===== config.mk =====
export PLATFORM = sky130hd
export DESIGN_NAME = disp_cmd_rx
export DESIGN_NICKNAME = d
export VERILOG_FILES = /design/src/rtl/disp_cmd_pkg.sv /design/src/rtl/serial_edge_sync.sv /design/src/rtl/frame_shifter.sv /design/src/rtl/cmd_field_decode.sv /design/src/rtl/disp_latch_bank.sv /design/src/rtl/disp_cmd_rx.sv
export SDC_FILE = /design/constraint.sdc
export NUM_CORES = 1
export LEC_CHECK = 0
export BUFFER_PORTS_ARGS = -buffer_cell sky130_fd_sc_hd__buf_2
export CAP_MARGIN = 20
export CELL_PAD_IN_SITES_DETAIL_PLACEMENT = 0
export CELL_PAD_IN_SITES_GLOBAL_PLACEMENT = 2
export CORE_MARGIN = 2
export CORE_UTILIZATION = 42
export DETAILED_ROUTE_END_ITERATION = 8
export GPL_TIMING_DRIVEN = 0
export PLACE_DENSITY_LB_ADDON = 0.05
export SETUP_SLACK_MARGIN = 0.15
export SYNTH_ARGS = -nofsm -noshare
export SYNTH_HDL_FRONTEND = slang
export SYNTH_SLANG_ARGS = --single-unit

===== constraint.sdc =====
create_clock -name clk -period 2.7 [get_ports clk]
set_clock_uncertainty 0.15 [all_clocks]
set_input_delay 0.27 -clock clk [delete_from_list [all_inputs] [get_ports clk]]
set_output_delay 0.27 -clock clk [all_outputs]
set_load 0.01 [all_outputs]

===== src/rtl/disp_cmd_pkg.sv =====
package disp_cmd_pkg;

  localparam int unsigned CODE_W = 3;

  typedef enum logic [CODE_W-1:0] {
    CODE_ALL_GRIDS = 3'd0,
    CODE_GRID1     = 3'd1,
    CODE_GRID2     = 3'd2,
    CODE_GRID3     = 3'd3,
    CODE_DIMMING   = 3'd4
  } cmd_code_e;

  // true when a load with this code targets grid latch g (0-based)
  function automatic logic grid_hit(input logic [CODE_W-1:0] code, input int unsigned g);
    return (code == CODE_ALL_GRIDS) || (code == CODE_W'(g + 1));
  endfunction

  function automatic logic dim_hit(input logic [CODE_W-1:0] code);
    return code == CODE_DIMMING;
  endfunction

endpackage


===== src/rtl/serial_edge_sync.sv =====
module serial_edge_sync #(
  parameter int unsigned STAGES = 2
) (
  input  logic clk,
  input  logic rst_n,
  input  logic sel_i,
  input  logic sclk_i,
  input  logic sdat_i,
  output logic sel_lvl,
  output logic sdat_lvl,
  output logic sclk_rise,
  output logic sel_fall
);
  localparam int unsigned LAST = STAGES - 1;

  // bit 2 = select, bit 1 = shift clock, bit 0 = data
  logic [2:0] stg [STAGES];
  logic       sel_prev;
  logic       sclk_prev;

  always_ff @(posedge clk or negedge rst_n) begin
    if (!rst_n) begin
      for (int k = 0; k < int'(STAGES); k++) stg[k] <= '0;
      sel_prev  <= 1'b0;
      sclk_prev <= 1'b0;
    end else begin
      stg[0] <= {sel_i, sclk_i, sdat_i};
      for (int k = 1; k < int'(STAGES); k++) stg[k] <= stg[k-1];
      sel_prev  <= stg[LAST][2];
      sclk_prev <= stg[LAST][1];
    end
  end

  assign sel_lvl   = stg[LAST][2];
  assign sdat_lvl  = stg[LAST][0];
  assign sclk_rise = stg[LAST][1] & ~sclk_prev;
  assign sel_fall  = ~stg[LAST][2] & sel_prev;

endmodule


===== src/rtl/frame_shifter.sv =====
module frame_shifter #(
  parameter int unsigned FRAME_W = 35
) (
  input  logic               clk,
  input  logic               rst_n,
  input  logic               shift_en,
  input  logic               bit_i,
  output logic [FRAME_W-1:0] shreg
);
  // newest bit enters at index 0
  always_ff @(posedge clk or negedge rst_n) begin
    if (!rst_n)        shreg <= '0;
    else if (shift_en) shreg <= {shreg[FRAME_W-2:0], bit_i};
  end
endmodule


===== src/rtl/cmd_field_decode.sv =====
module cmd_field_decode
  import disp_cmd_pkg::*;
#(
  parameter int unsigned SEG_W = 32,
  parameter int unsigned DIM_W = 10,
  localparam int unsigned FRAME_W = SEG_W + CODE_W
) (
  input  logic [FRAME_W-1:0] shreg,
  output logic [CODE_W-1:0]  code,
  output logic [SEG_W-1:0]   seg_word,
  output logic [DIM_W-1:0]   dim_word
);
  // the k-th bit of a field sent LSB first sits at offset (len-1-k) above its base
  function automatic logic [CODE_W-1:0] take_code(input logic [FRAME_W-1:0] r);
    logic [CODE_W-1:0] c;
    for (int k = 0; k < int'(CODE_W); k++) c[k] = r[CODE_W-1-k];
    return c;
  endfunction

  function automatic logic [SEG_W-1:0] take_seg(input logic [FRAME_W-1:0] r);
    logic [SEG_W-1:0] s;
    for (int k = 0; k < int'(SEG_W); k++) s[k] = r[CODE_W + SEG_W - 1 - k];
    return s;
  endfunction

  function automatic logic [DIM_W-1:0] take_dim(input logic [FRAME_W-1:0] r);
    logic [DIM_W-1:0] d;
    for (int k = 0; k < int'(DIM_W); k++) d[k] = r[CODE_W + DIM_W - 1 - k];
    return d;
  endfunction

  assign code     = take_code(shreg);
  assign seg_word = take_seg(shreg);
  assign dim_word = take_dim(shreg);
endmodule


===== src/rtl/disp_latch_bank.sv =====
module disp_latch_bank
  import disp_cmd_pkg::*;
#(
  parameter int unsigned GRIDS = 3,
  parameter int unsigned SEG_W = 32,
  parameter int unsigned DIM_W = 10
) (
  input  logic                   clk,
  input  logic                   rst_n,
  input  logic                   load,
  input  logic [CODE_W-1:0]      code,
  input  logic [SEG_W-1:0]       seg_word,
  input  logic [DIM_W-1:0]       dim_word,
  output logic [GRIDS*SEG_W-1:0] grid_seg,
  output logic [DIM_W-1:0]       dim
);
  for (genvar g = 0; g < int'(GRIDS); g++) begin : g_grid
    logic [SEG_W-1:0] word_q;
    always_ff @(posedge clk or negedge rst_n) begin
      if (!rst_n)                                 word_q <= '0;
      else if (load && grid_hit(code, unsigned'(g))) word_q <= seg_word;
    end
    assign grid_seg[g*SEG_W +: SEG_W] = word_q;
  end

  always_ff @(posedge clk or negedge rst_n) begin
    if (!rst_n)                     dim <= '0;
    else if (load && dim_hit(code)) dim <= dim_word;
  end
endmodule


===== src/rtl/disp_cmd_rx.sv =====
module disp_cmd_rx
  import disp_cmd_pkg::*;
#(
  parameter int unsigned GRIDS       = 3,
  parameter int unsigned SEG_W       = 32,
  parameter int unsigned DIM_W       = 10,
  parameter int unsigned SYNC_STAGES = 2
) (
  input  logic                   clk,
  input  logic                   rst_n,
  input  logic                   sel_i,
  input  logic                   sclk_i,
  input  logic                   sdat_i,
  output logic [GRIDS*SEG_W-1:0] grid_seg_o,
  output logic [DIM_W-1:0]       dim_o
);
  localparam int unsigned FRAME_W = SEG_W + CODE_W;

  logic               sel_lvl;
  logic               sdat_lvl;
  logic               sclk_rise;
  logic               load_stb;
  logic               shift_en;
  logic [FRAME_W-1:0] shreg;
  logic [CODE_W-1:0]  load_code;
  logic [SEG_W-1:0]   seg_word;
  logic [DIM_W-1:0]   dim_word;

  serial_edge_sync #(.STAGES(SYNC_STAGES)) u_sync (
    .clk       (clk),
    .rst_n     (rst_n),
    .sel_i     (sel_i),
    .sclk_i    (sclk_i),
    .sdat_i    (sdat_i),
    .sel_lvl   (sel_lvl),
    .sdat_lvl  (sdat_lvl),
    .sclk_rise (sclk_rise),
    .sel_fall  (load_stb)
  );

  // a rise seen in the cycle select drops is discarded
  assign shift_en = sclk_rise & sel_lvl;

  frame_shifter #(.FRAME_W(FRAME_W)) u_shift (
    .clk      (clk),
    .rst_n    (rst_n),
    .shift_en (shift_en),
    .bit_i    (sdat_lvl),
    .shreg    (shreg)
  );

  cmd_field_decode #(.SEG_W(SEG_W), .DIM_W(DIM_W)) u_dec (
    .shreg    (shreg),
    .code     (load_code),
    .seg_word (seg_word),
    .dim_word (dim_word)
  );

  disp_latch_bank #(.GRIDS(GRIDS), .SEG_W(SEG_W), .DIM_W(DIM_W)) u_bank (
    .clk      (clk),
    .rst_n    (rst_n),
    .load     (load_stb),
    .code     (load_code),
    .seg_word (seg_word),
    .dim_word (dim_word),
    .grid_seg (grid_seg_o),
    .dim      (dim_o)
  );
endmodule


# Word-level counts from Yosys, hierarchy flattened

Cells that the tools add are included.

Logic and storage cells: 26
Output and inout bits: 106
Register bits: 149

Eq/ne operators: 4
Reduce and logical (&&, ||, !) cells: 8
Bitwise operators: 5

Operators by type and width:

| cell                                           | number |
|---|---|
| == test 3 x 2 -> 1 bit (second input constant) | 2 |
| logical AND 1 bit                              | 4 |
| AND 1 bit                                      | 3 |
| == test 3 x 1 -> 1 bit (second input constant) | 1 |
| == test 3 bit (second input constant)          | 1 |
| logical NOT 3 bit                              | 1 |
| logical OR 1 bit                               | 3 |
| inverter 1 bit                                 | 2 |

# Logic depth before layout (Yosys ltp)

Word-level depth: 3
Mapped depth: 5
Mapped depth without buffers: 3

# By module

Synthesis repeated with hierarchy kept, for this count alone.

Cell total of the unflattened synthesis: 358
Area, all modules: 6,112.1 µm²

Modules (own cells, without submodules):

| module           | sequential area each (µm²) | cells each | times used | area each (µm²) |
|---|---|---|---|---|
| disp_latch_bank  | 2,652.5                    | 228        | 1          | 4,086.4 |
| frame_shifter    | 875.8                      | 74         | 1          | 1,453.9 |
| cmd_field_decode | 0.0                        | 45         | 1          | 337.8 |
| serial_edge_sync | 200.2                      | 10         | 1          | 227.7 |
| disp_cmd_rx      | 0.0                        | 1          | 1          | 6.3 |

# Worst setup path before layout

OpenSTA, ideal clock, no wires.

Path type: register -> register
From: register u_sync.stg (netlist bit u_sync.sel_lvl)
To: register u_bank.g_grid[0].word_q[10]
Slack: 980 ps
Buffers on the path: 1
Clock period less this slack: 1,720 ps
Required time: 2,425 ps
Arrival time: 1,445 ps
Cell stages (with the launch flop): 5
Path through: dfrtp_1 -> nand2b_4 -> nor3_1 -> buf_2 -> mux2_2

Word-level cells in the longest chain between the ends: 3

Ends and longest elaborated chain:

| element              | line                   | RTL |
|---|---|---|
| from (decl)          | serial_edge_sync.sv:17 | `logic [2:0] stg [STAGES];` |
| inverter 1 bit       | serial_edge_sync.sv:37 | `assign sel_fall = ~stg[LAST][2] & sel_prev;` |
| AND 1 bit            | serial_edge_sync.sv:37 |  |
| logical AND 1 bit    | disp_latch_bank.sv:21  | `else if (load && grid_hit(code, unsigned'(g))) word_q <= seg_word;` |
| to (signal assigned) | disp_latch_bank.sv:21  |  |
| to (decl)            | disp_latch_bank.sv:18  | `logic [SEG_W-1:0] word_q;` |

Every way passes these cells.
A chain may end at the register's enable or synchronous reset.

# Worst setup path after layout

From: register u_sync.stg (netlist bit u_sync.sel_lvl)
To: register u_bank.g_grid[0].word_q[11]

Same word-level chain as after synthesis.

==> results.py <==
metrics = {
    "cts": {
        "cts_buffers": 17,
        "clock_path_buffers": 2,
        "root_buffer": "clkbuf_16",
        "insertion_delay_ps": 410,
        "post_cts_resized": 0,
        "post_cts_buffers": 0,
        "cts_tree": "done",
        "h-tree-depth": 4,
        "clock-sinks": 149,
        "path_clk_slew_ps": 50,
        "holdBufCountCts": 4,
    },
    "layout": {
        "final_cells": 629,
        "drive_above_1_share_pct": 63.0,
        "layout.nets": 450,
        "diodes": 0,
        "design_area_um2": 6850,
        "areaGrowthSynthToFinish_pct": 25.4,
        "finalCoreUtilization_pct": 54.0,
    },
    "sta": {
        "fmax_ghz": 0.482,
        "max_slew.worst_pin.slew_ps": 612,
        "post-route-period-util_pct": 76.8,
        "finalHoldViolCount": 0,
        "finalCriticalPeriod_ps": 2070,
        "rsz0062_at_grt": "no",
        "worst_slack_ps": 626,
        "finalSetupViolations": 0,
        "slew-limit-headroom_pct": 58.9,
        "finalMaxSlewViolations": 0,
    },
    "global_routing": {
        "grt_max_degree": 101,
        "overflow": 0,
        "grt_pass1_wl_um": 16500,
        "grt_pass1_vias": 3087,
        "grt.total_usage_pct": 15.4,
        "antenna_found_initial": 0,
    },
    "critical_path": {
        "reg2reg_setup_slack_ps": 630,
        "cp.required_ps": 2840,
        "worstSetupPathType": "reg2reg",
        "end_kind": "register",
        "startpoint_type": "register",
        "worstPathMaxFanout": 10,
        "rr_worst_depth": 4,
        "worst-endpoint-arrival_ps": 2210,
    },
    "drt": {
        "route.detailed.drc": 0,
        "ant_nets": 0,
        "totalWireLength_um": 9920,
        "first_iter_violations": 103,
        "wl_per_cell_um": 15.8,
        "via_count": 2983,
        "vias_per_cell": 4.74,
        "first_pass_iters": 3,
    },
    "synth": {
        "yosys.area.top_type_share_pct": 68.3,
        "ys_seq_area_share_pct": 68.3,
        "synth_warnings": 0,
        "yosys-mux-area-fraction_pct": 29.1,
        "synth-simple-area-share_pct": 0.871,
        "synth_xor_area_share_pct": 0.160,
        "synth_area_leaders": "dfrtp_1 68%, mux2_2 29%, buf_2 0.64%",
        "synth_cell_types": 13,
        "synthAdderAreaFrac_pct": 0,
        "synth_top_family_by_area": "multiplexers",
        "synth_compound_area_share_pct": 0,
        "synthesis.nets": 316,
        "syn_avg_cell_area_um2": 17.5,
        "ys_ff_latch": 149,
        "synth_top_cell_by_area": "dfrtp_1",
        "synth_cells": 311,
        "synth_area_um2": 5460,
    },
    "power_and_ir_drop": {
        "ir_drop_uv": 340,
        "power_leakage_nw": 3.79,
        "p_comb_share_pct": 11.8,
        "seqPwrFrac_pct": 48.0,
        "p_clk_share_pct": 40.2,
        "intPower_mw": 4.11,
        "switching_share_pct": 23.4,
        "power.density_nw_per_um2": 784,
        "netSwitchingPower_mw": 1.26,
    },
    "floorplanning": {
        "die_h_um": 118,
        "die_area_um2": 13900,
        "start_util_pct": 43.1,
        "core_area_um2": 12700,
        "num_rows": 41,
        "io_pins": 111,
        "die_w_um": 118,
    },
    "placement": {
        "dp_cells": 594,
        "io_buffers": 110,
        "hpwl_um": 6430,
        "gp_congestion": 0.669,
        "placed_area_um2": 6260,
        "place_ws_ps": 572,
    },
    "worst_hold_path": {
        "min_path_cells": 0,
        "hold_path_class": "reg2reg",
    },
    "status": {
        "outcome": "complete, no violations",
    },
    "job": {
        "cap_violations": 0,
    },
}
==> synth_stat cells, drive strengths merged <==
cell type  number
mux2          141
clkbuf          4
xor2            1
dfrtp         149
nand2b          1
buf            10
or3             1
nor3            2
or4b            1
nand3b          1
==> per-layer routing <==
metal / vias up / global-route usage (%) / share of wire [%]
met3: 17 / 4.89 / 4.7
met4: 0 / 6.55 / 1.7
met2: 69 / 24.2 / 50
li1: 1375 / - / -
met5: - / 0 / 0
met1: 1522 / 19.8 / 44
==> cell type report <==
| cell class | instances | area, um2 |
|---|---|---|
| buffer | 14 | 85.1 |
| clock buffer | 27 | 503 |
| clock inverter | 4 | 45.0 |
| fill | 1107 | 5830 |
| multi-input combinational | 148 | 1640 |
| sequential | 149 | 3730 |
| tap | 172 | 215 |
| timing repair buffer | 115 | 624 |
==> path summary, 6_finish.rpt <==
check	to	startpoint
max reg2reg	u_bank.g_grid[0].word_q[11]	u_sync.sel_lvl
min	u_sync.sel_lvl	u_sync.stg[5]
max	u_bank.g_grid[0].word_q[11]	u_sync.sel_lvl
max in group asynchronous	u_bank.g_grid[1].word_q[13]	rst_n
min reg2reg	u_sync.sel_lvl	u_sync.stg[5]
min in group asynchronous	u_bank.g_grid[2].word_q[25]	rst_n
==> critical path, cell delays in order, from the launching register on <==
cell and delay [ps]:
dfrtp_1 390, nand2b_4 150, nor3_1 480, buf_2 400
mux2_2 370
==> registers in the layout, indices dropped and copies added, names as in the netlist <==
| signal | flops |
|---|---|
| u_bank.dim | 10 |
| u_bank.g_grid.word_q | 96 |
| u_shift.shreg | 35 |
| u_sync.sclk_prev | 1 |
| u_sync.sdat_lvl | 1 |
| u_sync.sel_lvl | 1 |
| u_sync.sel_prev | 1 |
| u_sync.stg | 4 |
==> power by group through the flow <==
stage	sequential [mW]	clock [mW]	combinational, mW
floorplan	2.65	0	0.309
global placement	2.62	0	0.638
detailed placement	2.63	0	0.650
CTS	2.59	2.23	0.656
global route	2.62	2.33	0.692
finish	2.58	2.16	0.634
==> cells in the final DEF, fill, tap and decap left out <==
| master | netlist | final |
|---|---|---|
| dfrtp_1 | 149 | 149 |
| mux2_2 | 140 | 140 |
| buf_2 | 7 | 116 |
| clkbuf_16 | 0 | 17 |
| clkbuf_1 | 3 | 9 |
| buf_6 | 3 | 4 |
| clkbuf_8 | 0 | 4 |
| dlygate4sd3_1 | 0 | 4 |
| clkinv_2 | 0 | 3 |
| nor3_1 | 2 | 2 |
| nand3b_1 | 1 | 1 |
| nand2b_4 | 1 | 1 |
| or4b_1 | 1 | 1 |
| xor2_1 | 1 | 1 |
| or3_1 | 1 | 1 |
| clkbuf_2 | 1 | 1 |
| mux2_1 | 1 | 1 |
| bufinv_16 | 0 | 1 |
| buf_16 | 0 | 1 |
==> cells by family (layout without fill, tap and decap cells) <==
kind of cell  count (synthesis)  after routing
flops                       149            149
buf+inv                      14            160
simple gates                  6              6
mux                         141            141
xor+xnor                      1              1
==> per-stage QoR <==
| step | setup TNS, ps | hold slack (ps) | total power, mW |
|---|---|---|---|
| global placement | -131020 | 183 | 3.25 |
| detailed placement | 0 | 91.0 | 3.28 |
| floorplan | 0 | -176 | 2.96 |
| global route | 0 | 207 | 5.64 |
| finish | 0 | 198 | 5.37 |
| CTS | 0 | 202 | 5.47 |
Power figures use the tool's default switching activity.
